[src/rtl/ldd_pkg.sv]
package ldd_pkg;
  localparam int ADDR_W    = 16;
  localparam int REG_W     = 8;
  localparam int NUM_BASED = 5;
  localparam int NUM_DEV   = NUM_BASED + 1;
  localparam int NUM_IRQ   = 4;
  localparam int IRQ_LINES = 16;
  localparam int IRQ_SEL_W = $clog2(IRQ_LINES);

  localparam int DEV_FDC  = 0;
  localparam int DEV_PAR  = 1;
  localparam int DEV_SER1 = 2;
  localparam int DEV_SER2 = 3;
  localparam int DEV_AUX  = 4;
  localparam int DEV_GPIO = 5;

  localparam int LEGAL_LO  = 'h0100;
  localparam int LEGAL_END = 'h1000;  // first address past the legal space
  localparam int GPIO_LEN_BITS = 1;

  // log2 of the window length for each based window
  function automatic int win_len_bits(input int dev);
    case (dev)
      DEV_PAR: return 2;
      DEV_AUX: return 0;
      default: return 3;
    endcase
  endfunction

  // highest legal aligned base: the window must end inside the legal space
  function automatic int win_max_base(input int dev);
    return LEGAL_END - (1 << win_len_bits(dev));
  endfunction

  function automatic bit win_needs_glb(input int dev);
    return dev != DEV_AUX;
  endfunction

  function automatic int win_glb_bit(input int dev);
    case (dev)
      DEV_FDC:  return 0;
      DEV_PAR:  return 3;
      DEV_SER1: return 4;
      DEV_SER2: return 5;
      default:  return 0;
    endcase
  endfunction

  function automatic logic [ADDR_W-1:0] base_join(input logic [REG_W-1:0] hi,
                                                  input logic [REG_W-1:0] lo);
    return {hi, lo};
  endfunction

  function automatic logic [ADDR_W-1:0] base_align(input logic [ADDR_W-1:0] base,
                                                   input int len_bits);
    logic [ADDR_W-1:0] keep;
    keep = '1;
    keep = keep << len_bits;
    return base & keep;
  endfunction

  function automatic logic addr_in_window(input logic [ADDR_W-1:0] addr,
                                          input logic [ADDR_W-1:0] base,
                                          input int len_bits);
    return (addr >> len_bits) == (base >> len_bits);
  endfunction

  function automatic logic [ADDR_W-1:0] gpio_base(input logic [1:0] code);
    case (code)
      2'd0:    return ADDR_W'('h00E0);
      2'd1:    return ADDR_W'('h00E2);
      2'd2:    return ADDR_W'('h00E4);
      default: return ADDR_W'('h00EA);
    endcase
  endfunction

  function automatic logic [IRQ_LINES-1:0] irq_onehot(input logic [REG_W-1:0] num);
    if (num > REG_W'(IRQ_LINES - 1)) return '0;
    return IRQ_LINES'(1) << num[IRQ_SEL_W-1:0];
  endfunction

  // lowest index wins
  function automatic logic [NUM_DEV-1:0] pick_first(input logic [NUM_DEV-1:0] hits);
    logic [NUM_DEV-1:0] grant;
    grant = '0;
    for (int i = NUM_DEV - 1; i >= 0; i--)
      if (hits[i]) grant = NUM_DEV'(1) << i;
    return grant;
  endfunction
endpackage

[src/rtl/ldd_window.sv]
module ldd_window
  import ldd_pkg::*;
#(
  parameter int LEN_BITS  = 3,
  parameter int MAX_BASE  = 'h0FF8,
  parameter bit NEEDS_GLB = 1'b1
) (
  input  logic [REG_W-1:0]  base_hi,
  input  logic [REG_W-1:0]  base_lo,
  input  logic              glb_on,
  input  logic              loc_on,
  input  logic [ADDR_W-1:0] addr,
  output logic              hit,
  output logic              legal,
  output logic              enabled
);
  localparam logic [ADDR_W-1:0] MIN_B = ADDR_W'(LEGAL_LO);
  localparam logic [ADDR_W-1:0] MAX_B = ADDR_W'(MAX_BASE);

  logic [ADDR_W-1:0] aligned;

  assign aligned = base_align(base_join(base_hi, base_lo), LEN_BITS);
  assign legal   = (aligned >= MIN_B) && (aligned <= MAX_B);
  assign enabled = loc_on && (glb_on || !NEEDS_GLB);
  assign hit     = enabled && legal && addr_in_window(addr, aligned, LEN_BITS);
endmodule

[src/rtl/ldd_gpio_window.sv]
module ldd_gpio_window
  import ldd_pkg::*;
(
  input  logic              gpio_on,
  input  logic [1:0]        code,
  input  logic [ADDR_W-1:0] addr,
  output logic              hit
);
  logic [ADDR_W-1:0] start;

  assign start = gpio_base(code);
  assign hit   = gpio_on && addr_in_window(addr, start, GPIO_LEN_BITS);
endmodule

[src/rtl/ldd_prio.sv]
module ldd_prio
  import ldd_pkg::*;
(
  input  logic [NUM_DEV-1:0] hits,
  output logic [NUM_DEV-1:0] grant
);
  assign grant = pick_first(hits);
endmodule

[src/rtl/ldd_top.sv]
module ldd_top
  import ldd_pkg::*;
(
  input  logic                                 clk,
  input  logic                                 rst_n,
  input  logic [ADDR_W-1:0]                    io_addr,
  input  logic [REG_W-1:0]                     glb_en,
  input  logic [REG_W-1:0]                     gpio_ctrl,
  input  logic [NUM_BASED-1:0]                 loc_act,
  input  logic [NUM_BASED-1:0][REG_W-1:0]      base_hi,
  input  logic [NUM_BASED-1:0][REG_W-1:0]      base_lo,
  input  logic [NUM_IRQ-1:0][REG_W-1:0]        irq_num,
  output logic [NUM_DEV-1:0]                   dev_sel,
  output logic [NUM_IRQ-1:0][IRQ_LINES-1:0]    irq_route
);
  // named internal events, observed by the assertions below
  logic [NUM_DEV-1:0]                win_hit;
  logic [NUM_BASED-1:0]              win_legal;
  logic [NUM_BASED-1:0]              win_enabled;
  logic [NUM_DEV-1:0]                grant;
  logic [NUM_IRQ-1:0][IRQ_LINES-1:0] route_d;

  logic unused_bits;
  assign unused_bits = ^{glb_en[7:6], glb_en[2:1], gpio_ctrl[6:2]};

  for (genvar d = 0; d < NUM_BASED; d++) begin : g_win
    localparam int GB = win_glb_bit(d);
    ldd_window #(
      .LEN_BITS (win_len_bits(d)),
      .MAX_BASE (win_max_base(d)),
      .NEEDS_GLB(win_needs_glb(d))
    ) i_win (
      .base_hi(base_hi[d]),
      .base_lo(base_lo[d]),
      .glb_on (glb_en[GB]),
      .loc_on (loc_act[d]),
      .addr   (io_addr),
      .hit    (win_hit[d]),
      .legal  (win_legal[d]),
      .enabled(win_enabled[d])
    );
  end

  ldd_gpio_window i_gpio (
    .gpio_on(gpio_ctrl[7]),
    .code   (gpio_ctrl[1:0]),
    .addr   (io_addr),
    .hit    (win_hit[DEV_GPIO])
  );

  ldd_prio i_prio (
    .hits (win_hit),
    .grant(grant)
  );

  for (genvar q = 0; q < NUM_IRQ; q++) begin : g_irq
    assign route_d[q] = irq_onehot(irq_num[q]);
  end

  always_ff @(posedge clk) begin
    if (!rst_n) begin
      dev_sel   <= '0;
      irq_route <= '0;
    end else begin
      dev_sel   <= grant;
      irq_route <= route_d;
    end
  end


  reset_clears_chk: assert property (@(posedge clk)
    !rst_n |=> (dev_sel == '0) && (irq_route == '0));


  one_select_chk: assert property (@(posedge clk) disable iff (!rst_n)
    $onehot0(dev_sel));


  floppy_wins_chk: assert property (@(posedge clk) disable iff (!rst_n)
    $past(rst_n) && $past(win_hit[DEV_FDC]) |-> dev_sel[DEV_FDC]);


  floppy_glb_off_chk: assert property (@(posedge clk) disable iff (!rst_n)
    $past(rst_n) && !$past(glb_en[0]) |-> !dev_sel[DEV_FDC]);


  aux_local_off_chk: assert property (@(posedge clk) disable iff (!rst_n)
    $past(rst_n) && !$past(loc_act[DEV_AUX]) |-> !dev_sel[DEV_AUX]);


  gpio_off_chk: assert property (@(posedge clk) disable iff (!rst_n)
    $past(rst_n) && !$past(gpio_ctrl[7]) |-> !dev_sel[DEV_GPIO]);

  for (genvar d = 0; d < NUM_BASED; d++) begin : g_win_chk

    dead_window_chk: assert property (@(posedge clk) disable iff (!rst_n)
      $past(rst_n) && !($past(win_legal[d]) && $past(win_enabled[d]))
      |-> !dev_sel[d]);
  end

  for (genvar q = 0; q < NUM_IRQ; q++) begin : g_irq_chk

    irq_onehot_chk: assert property (@(posedge clk) disable iff (!rst_n)
      $onehot0(irq_route[q]));
  end


  par_irq_none_chk: assert property (@(posedge clk) disable iff (!rst_n)
    $past(rst_n) && ($past(irq_num[DEV_PAR]) > 8'd15) |-> (irq_route[DEV_PAR] == '0));
endmodule

[config.mk]
export PLATFORM = sky130hd
export DESIGN_NAME = ldd_top
export DESIGN_NICKNAME = d
export VERILOG_FILES = /design/src/rtl/ldd_pkg.sv /design/src/rtl/ldd_window.sv /design/src/rtl/ldd_gpio_window.sv /design/src/rtl/ldd_prio.sv /design/src/rtl/ldd_top.sv
export SDC_FILE = /design/constraint.sdc
export NUM_CORES = 1
export LEC_CHECK = 0
export BUFFER_PORTS_ARGS = -buffer_cell sky130_fd_sc_hd__buf_2
export CORE_UTILIZATION = 36
export CTS_CLUSTER_DIAMETER = 150
export DETAILED_ROUTE_END_ITERATION = 10
export PLACE_DENSITY_LB_ADDON = 0.3
export SYNTH_ARGS = -nofsm -noshare
export SYNTH_HDL_FRONTEND = slang
export SYNTH_SLANG_ARGS = --single-unit
[constraint.sdc]
create_clock -name clk -period 1.73 [get_ports clk]
set_input_delay 0.0865 -clock clk [delete_from_list [all_inputs] [get_ports clk]]
set_output_delay 0.0865 -clock clk [all_outputs]
set_load 0.01 [all_outputs]
==> reports/qor.csv, run 1 <==
metric,value,unit
status,"complete, no violations",
largest net degree at the start of global routing,15,
Hold Path Sink,irq_route[17],
Int Power,0.00268,W
Worst Hold Class,primary input to register,
met2 wire length,4200,um
crit path launch type,primary input,
via count,2958,
synth top area cells,"dfxtp_1 50%, xnor2_1 15%, nor2_1 6.3%",
drt drc,0,
# H-tree levels,3,
"count leader, synth",dfxtp_1,
# fillers,686,
"Req. time, crit path",2.01,ns
sequential power share,0.458,
Logic pwr share,0.126,
syn_nets,450,
normalized max-slew margin,0.640,
PwrDens,811,nW/um^2
post-synthesis sequential area ratio,0.497,
Worst Tran Pin Value,0.536,ns
CP Launch Point,irq_num[30],
period utilisation layout,0.956,
clock share of power,0.416,
Syn Std Cell Area,2820,sq um
Inst Count DP,597,
vias in the first global route,2926,
synth unique cells,32,
WS Path Type,primary input to register,
Seq cells post-synth,70,
TritonCTS Buffers,9,
Slew Limit Fails,0,
Finish-stage setup viols,0,
WHS Path Cells,2,
area taken by multi-input logic gates,1380,sq um
total clock sinks,70,
largest fanout on the critical path,4,
Worst setup EP type,register,
ANT cells,0,
row count,31,
Nets,672,
Syn-to-layout area delta,54.0,%
GPL Wtd Cong,0.890,
M1 WL,3230,um
Synth Instances,299,
Non-Filler Instances,625,
DRT antenna net count,0,
VDD IR-drop max,0.435,mV
worst setup margin,0.0764,ns
Seq. cell area,1400,sq um
max_cap viols,0,
sw power,0.000843,W
I/O pins,221,
final core utilization,0.586,
max layer used,met4,
Clock Pin Slew Worst Setup and Hold Paths,0.07,ns
"Top FF cell, synth",dfxtp_1,
post-synth top area share,0.497,
Tot GR Track Use,0.202,
number of synthesized flops with an enable pin,0,
Commonest cells post-synth,"70 x dfxtp_1, 49 x xnor2_1, 47 x nor2_1, 22 x nor3_1, 16 x nand2_1",
total wire length,8130,um
Post-CTS Setup Bufs,0,
starting density of the core,0.380,
detailed placer's ending HPWL,6680,um
antenna violations before repair,0,
Peak Freq,0.605,GHz
leading area contributor after synthesis,dfxtp_1,
Placeable Area,7410,sq um
DIE AREA,8180,sq um
drt wl/cell,13.0,um
vias per cell,4.73,
WL met3,526,um
unrepaired setup endpoints after global routing,no,
CP arrival,1.94,ns
hold path start,irq_num[9],
final-report hold violation count,0,
Initial DRC Count,63,
I/O Buffers,200,
pre-CTS WS,-0.256,ns
switching share of power,0.240,
Synth Area per Inst,9.42,sq um
gr ovfl total,0,
clk root buf,clkbuf_8,
first-pass GRT wire length,13100,um
CTS tree,yes,
DR pass1 iterations,4,
die width,90.5,um
Lkg Pwr,2.03,nW
Syn. warnings,0,
CTS max path bufs,2,
layout cells sized above 1,0.449,
minimum clock period,1.65,ns
Die H,90.5,um
ys async rst share,0,
-- worst max-delay path by stage --
| stage | depth (start not counted) | slack, ns | to |
|---|---|---|---|
| 6_report | 6 | 0.08 | irq_route[48] |
| 5_1_grt | 6 | 0.002 | irq_route[16] |
| 4_1_cts | 6 | 0.07 | irq_route[48] |
| 3_5_place_dp | 6 | -0.26 | dev_sel[4] |
| 3_3_place_gp | 5 | -0.23 | dev_sel[1] |
| 2_1_floorplan | 4 | -0.09 | dev_sel[1] |
-- layout by cell type, fill, tap and decap left out, types with 2 or more instances in the layout --
cell / instances
and2_1: 3
and3_1: 2
buf_2: 200
buf_4: 10
bufinv_16: 2
clkbuf_8: 9
clkinv_4: 3
dfxtp_1: 70
dlygate4sd3_1: 12
inv_1: 2
inv_6: 2
nand2_1: 16
nand2b_1: 9
nand3_1: 5
nand3b_1: 4
nand4_1: 14
nand4b_1: 2
nor2_1: 47
nor3_1: 22
nor4_1: 11
nor4_2: 2
nor4b_1: 5
or3_1: 2
or3b_2: 2
or4_1: 5
xnor2_1: 49
xor2_1: 3
-- worst max-delay path: stages --
cell and delay (ns):
buf_2 0.10, nor4_2 0.29, and2_1 0.22, or3b_2 0.51
nor3_1 0.16, dlygate4sd3_1 0.57
-- repair_timing --
item                       CTS  global route
hold endpoints to repair    17             0
hold buffers                12             0
setup endpoints to repair    0             2
gates resized for setup      0             3
-- flip-flops by register name (all words and copies together), names as in the netlist --
signal	count
irq_route	64
dev_sel	6
-- routing by layer --
metal  track usage  vias up
met4        0.0726        0
met5             0        -
li1              -     1480
met1         0.214     1332
met2         0.379      131
met3        0.0530       15
-- cell type report --
| type | instances | share of cell area |
|---|---|---|
| inverters | 2 | 0.00173 |
| flip-flops and latches | 70 | 0.323 |
| clock buffers | 9 | 0.0285 |
| repair buffers | 222 | 0.276 |
| well taps | 99 | 0.0285 |
| multi-input cells | 216 | 0.319 |
| clock inverters | 7 | 0.0239 |
-- cell families after synthesis --
family / Yosys count / synth area share
buffers and inverters: 13 / 0.0173
XOR/XNOR: 52 / 0.162
AND/OR/NAND/NOR: 158 / 0.299
AO/OA/AOI/OAI: 6 / 0.0244
flip-flops: 70 / 0.497
-- stage by stage --
stage,setup TNS [ns],total power [W],cell area (sq um),hold WS [ns]
global placement,-0.903,0.00207,3980,0.339
CTS,0,0.00355,4320,0.0395
detailed placement,-1.05,0.00208,3980,0.340
global route,0,0.00367,4340,0.0594
finish,0,0.00352,4340,0.0509
floorplan,-0.275,0.00185,2820,0.163
-- power by group through the flow --
stage / clock network (W) / registers (W) / logic [W]
final: 0.00146 / 0.00161 / 0.000443
after global placement: 0 / 0.00165 / 0.000416
after global routing: 0.00157 / 0.00161 / 0.000485
after CTS: 0.00150 / 0.00161 / 0.000441
after detailed placement: 0 / 0.00165 / 0.000425
after floorplan: 0 / 0.00165 / 0.000195
Power figures use the tool's default switching activity.
==> run 2: changes to the inputs <==
--- a/config.mk
+++ b/config.mk
@@ -5,6 +5,7 @@
 export SDC_FILE = /design/constraint.sdc
 export NUM_CORES = 1
 export LEC_CHECK = 0
+export ABC_CLOCK_PERIOD_IN_PS = 1730
 export BUFFER_PORTS_ARGS = -buffer_cell sky130_fd_sc_hd__buf_2
 export CORE_UTILIZATION = 36
 export CTS_CLUSTER_DIAMETER = 150
==> constraint.sdc (replaced) <==
create_clock -name clk -period 1.73 [get_ports clk]
set_input_delay 0 -clock clk [delete_from_list [all_inputs] [get_ports clk]]
set_output_delay 0 -clock clk [all_outputs]
set_load 0.01 [all_outputs]
==> run 2 against run 1 <==
Effect of this change: clock power down 21%; routed wire length down 0.93%; sequential power about the same; first-iteration DRC count down 22%; utilization up 0.067 points; critical path depth down 1; die area unchanged; count of clock-buffer cells in the layout up 1; worst hold slack worse by 0.029 ns; combinational power about the same; via count down 0.98%.
==> reports/qor.csv, run 2 (synthesized netlist as in run 1, its figures left out) <==
metric,value,unit,change
GPL Wtd Cong,0.849,,-4.5%
vias in the first global route,2864,,-2.1%
detailed placer's ending HPWL,6530,um,-2.3%
most frequent cells in the layout,"200 x buf_2, 70 x dfxtp_1, 49 x xnor2_1",,
Worst Tran Pin Value,0.504,ns,-0.0321 ns
DIE AREA,8180,sq um,unchanged
largest net degree at the start of global routing,14,,-1
gr ovfl total,0,,unchanged
I/O Buffers,200,,unchanged
# fillers,657,,-4.2%
design area,4340,sq um,+0.12%
die width,90.5,um,unchanged
CTS tree,yes,,
max_cap viols,0,,unchanged
max FFs per register,64,,unchanged
clock share of power,0.361,,-0.055
Worst Hold Class,primary input to register,,
Syn-to-layout area delta,54.2,%,
drt wl/cell,12.8,um,-1.7%
Placeable Area,7410,sq um,unchanged
Die H,90.5,um,unchanged
ANT cells,0,,unchanged
row count,31,,unchanged
clk root buf,clkbuf_8,,
"Most flops, register",irq_route,,
Nets,677,,+0.74%
Tot Pwr,0.00322,W,-8.5%
"leading cell type in the layout, fill and taps excluded",buf_2,,
VDD IR-drop max,0.427,mV,-1.8%
minimum clock period,1.67,ns,+0.0175 ns
"Req. time, crit path",2.00,ns,about the same
antenna violations before repair,0,,unchanged
Initial DRC Count,49,,-22%
Peak Freq,0.598,GHz,-1.0%
WS Path Type,primary input to register,,
# hold bufs at CTS,23,,+11
starting density of the core,0.380,,unchanged
Post-CTS Resized,0,,unchanged
Lkg Pwr,2.03,nW,-0.31%
I/O pins,221,,unchanged
PwrDens,741,nW/um^2,-8.6%
# H-tree levels,3,,unchanged
Tot GR Track Use,0.202,,+0.000392
unrepaired setup endpoints after global routing,no,,
total clock sinks,70,,unchanged
Finish-stage setup viols,0,,unchanged
crit path launch type,primary input,,
switching share of power,0.250,,+0.0103
Placed Area,3930,sq um,-1.1%
total wire length,8060,um,-0.93%
DR pass1 iterations,4,,unchanged
sw power,0.000805,W,-4.6%
area taken by multi-input logic gates,1370,sq um,-1.1%
first-pass GRT wire length,13100,um,-0.63%
DRT antenna net count,0,,unchanged
vias per cell,4.65,,-1.8%
Levels on crit path,5,,-1
final-report hold violation count,0,,unchanged
cell family with most CP delay,buffers and inverters,,
TritonCTS Buffers,9,,unchanged
WHS Path Cells,3,,+1
normalized max-slew margin,0.661,,+0.0216
most frequent CP cell,dlygate4sd3_1,,
Logic pwr share,0.138,,+0.012
period utilisation layout,0.966,,+0.0101
"critical path, cell by cell",dlygate4sd3_1 > buf_2 > or3b_2 > nor3_1 > dlygate4sd3_1,,
Int Power,0.00242,W,-9.8%
CP peak stage delay,0.58,ns,about the same
CTS max path bufs,2,,unchanged
Clock Pin Slew Worst Setup and Hold Paths,0.07,ns,about the same
Post-CTS Setup Bufs,0,,unchanged
CP arrival,1.95,ns,about the same
Largest regs,"irq_route x64, dev_sel x6",,
sequential power share,0.501,,+0.043
CP bufs+invs,3,,+1
status,"complete, no violations",,
Slew Limit Fails,0,,unchanged
CP max-delay cell,dlygate4sd3_1,,
drt drc,0,,unchanged
Seq. cell area,1400,sq um,unchanged
layout cells sized above 1,0.427,,-0.0212
via count,2929,,-0.98%
Worst setup EP type,register,,
largest fanout on the critical path,4,,unchanged
==> run 2: worst paths after layout <==
kind,startpoint,endpoint,slack [ns]
max,irq_num[18],irq_route[32],0.06
min,irq_num[25],irq_route[53],0.02
==> run 2: area by class of cell <==
class,count,area share
Inverter,2,0.00173
Clock buffer,10,0.0317
Tap cell,99,0.0285
Multi-Input combinational cell,216,0.315
Sequential cell,70,0.323
Clock inverter,6,0.0104
Timing Repair Buffer,227,0.290
==> run 2: per-layer routing <==
layer	vias up	GRT usage	part of all wire
li1	1488	-	-
met1	1297	0.214	0.39
met4	0	0.0780	0.021
met5	-	0	0
met3	14	0.0547	0.060
met2	130	0.376	0.53
==> run 2: through the flow <==
stage	setup TNS, ns	setup WS [ns]	hold WS (ns)	util	cells
6_report	0	0.0589	0.0219	0.586	630
5_1_grt	0	0.0247	0.0170	0.586	630
4_1_cts	0	0.151	0.00523	0.586	630
3_5_place_dp	-0.662	-0.177	0.253	0.531	591
3_3_place_gp	-0.442	-0.133	0.253	0.531	591
2_1_floorplan	-0.00610	-0.00547	0.0768	-	299
==> run 2: power groups by stage <==
| stage | logic [W] | clock network, W | registers, W |
|---|---|---|---|
| 2_1_floorplan | 0.000195 | 0 | 0.00165 |
| 5_1_grt | 0.000488 | 0.00126 | 0.00161 |
| 3_5_place_dp | 0.000416 | 0 | 0.00165 |
| 6_report | 0.000445 | 0.00116 | 0.00161 |
| 3_3_place_gp | 0.000408 | 0 | 0.00165 |
| 4_1_cts | 0.000446 | 0.00120 | 0.00161 |
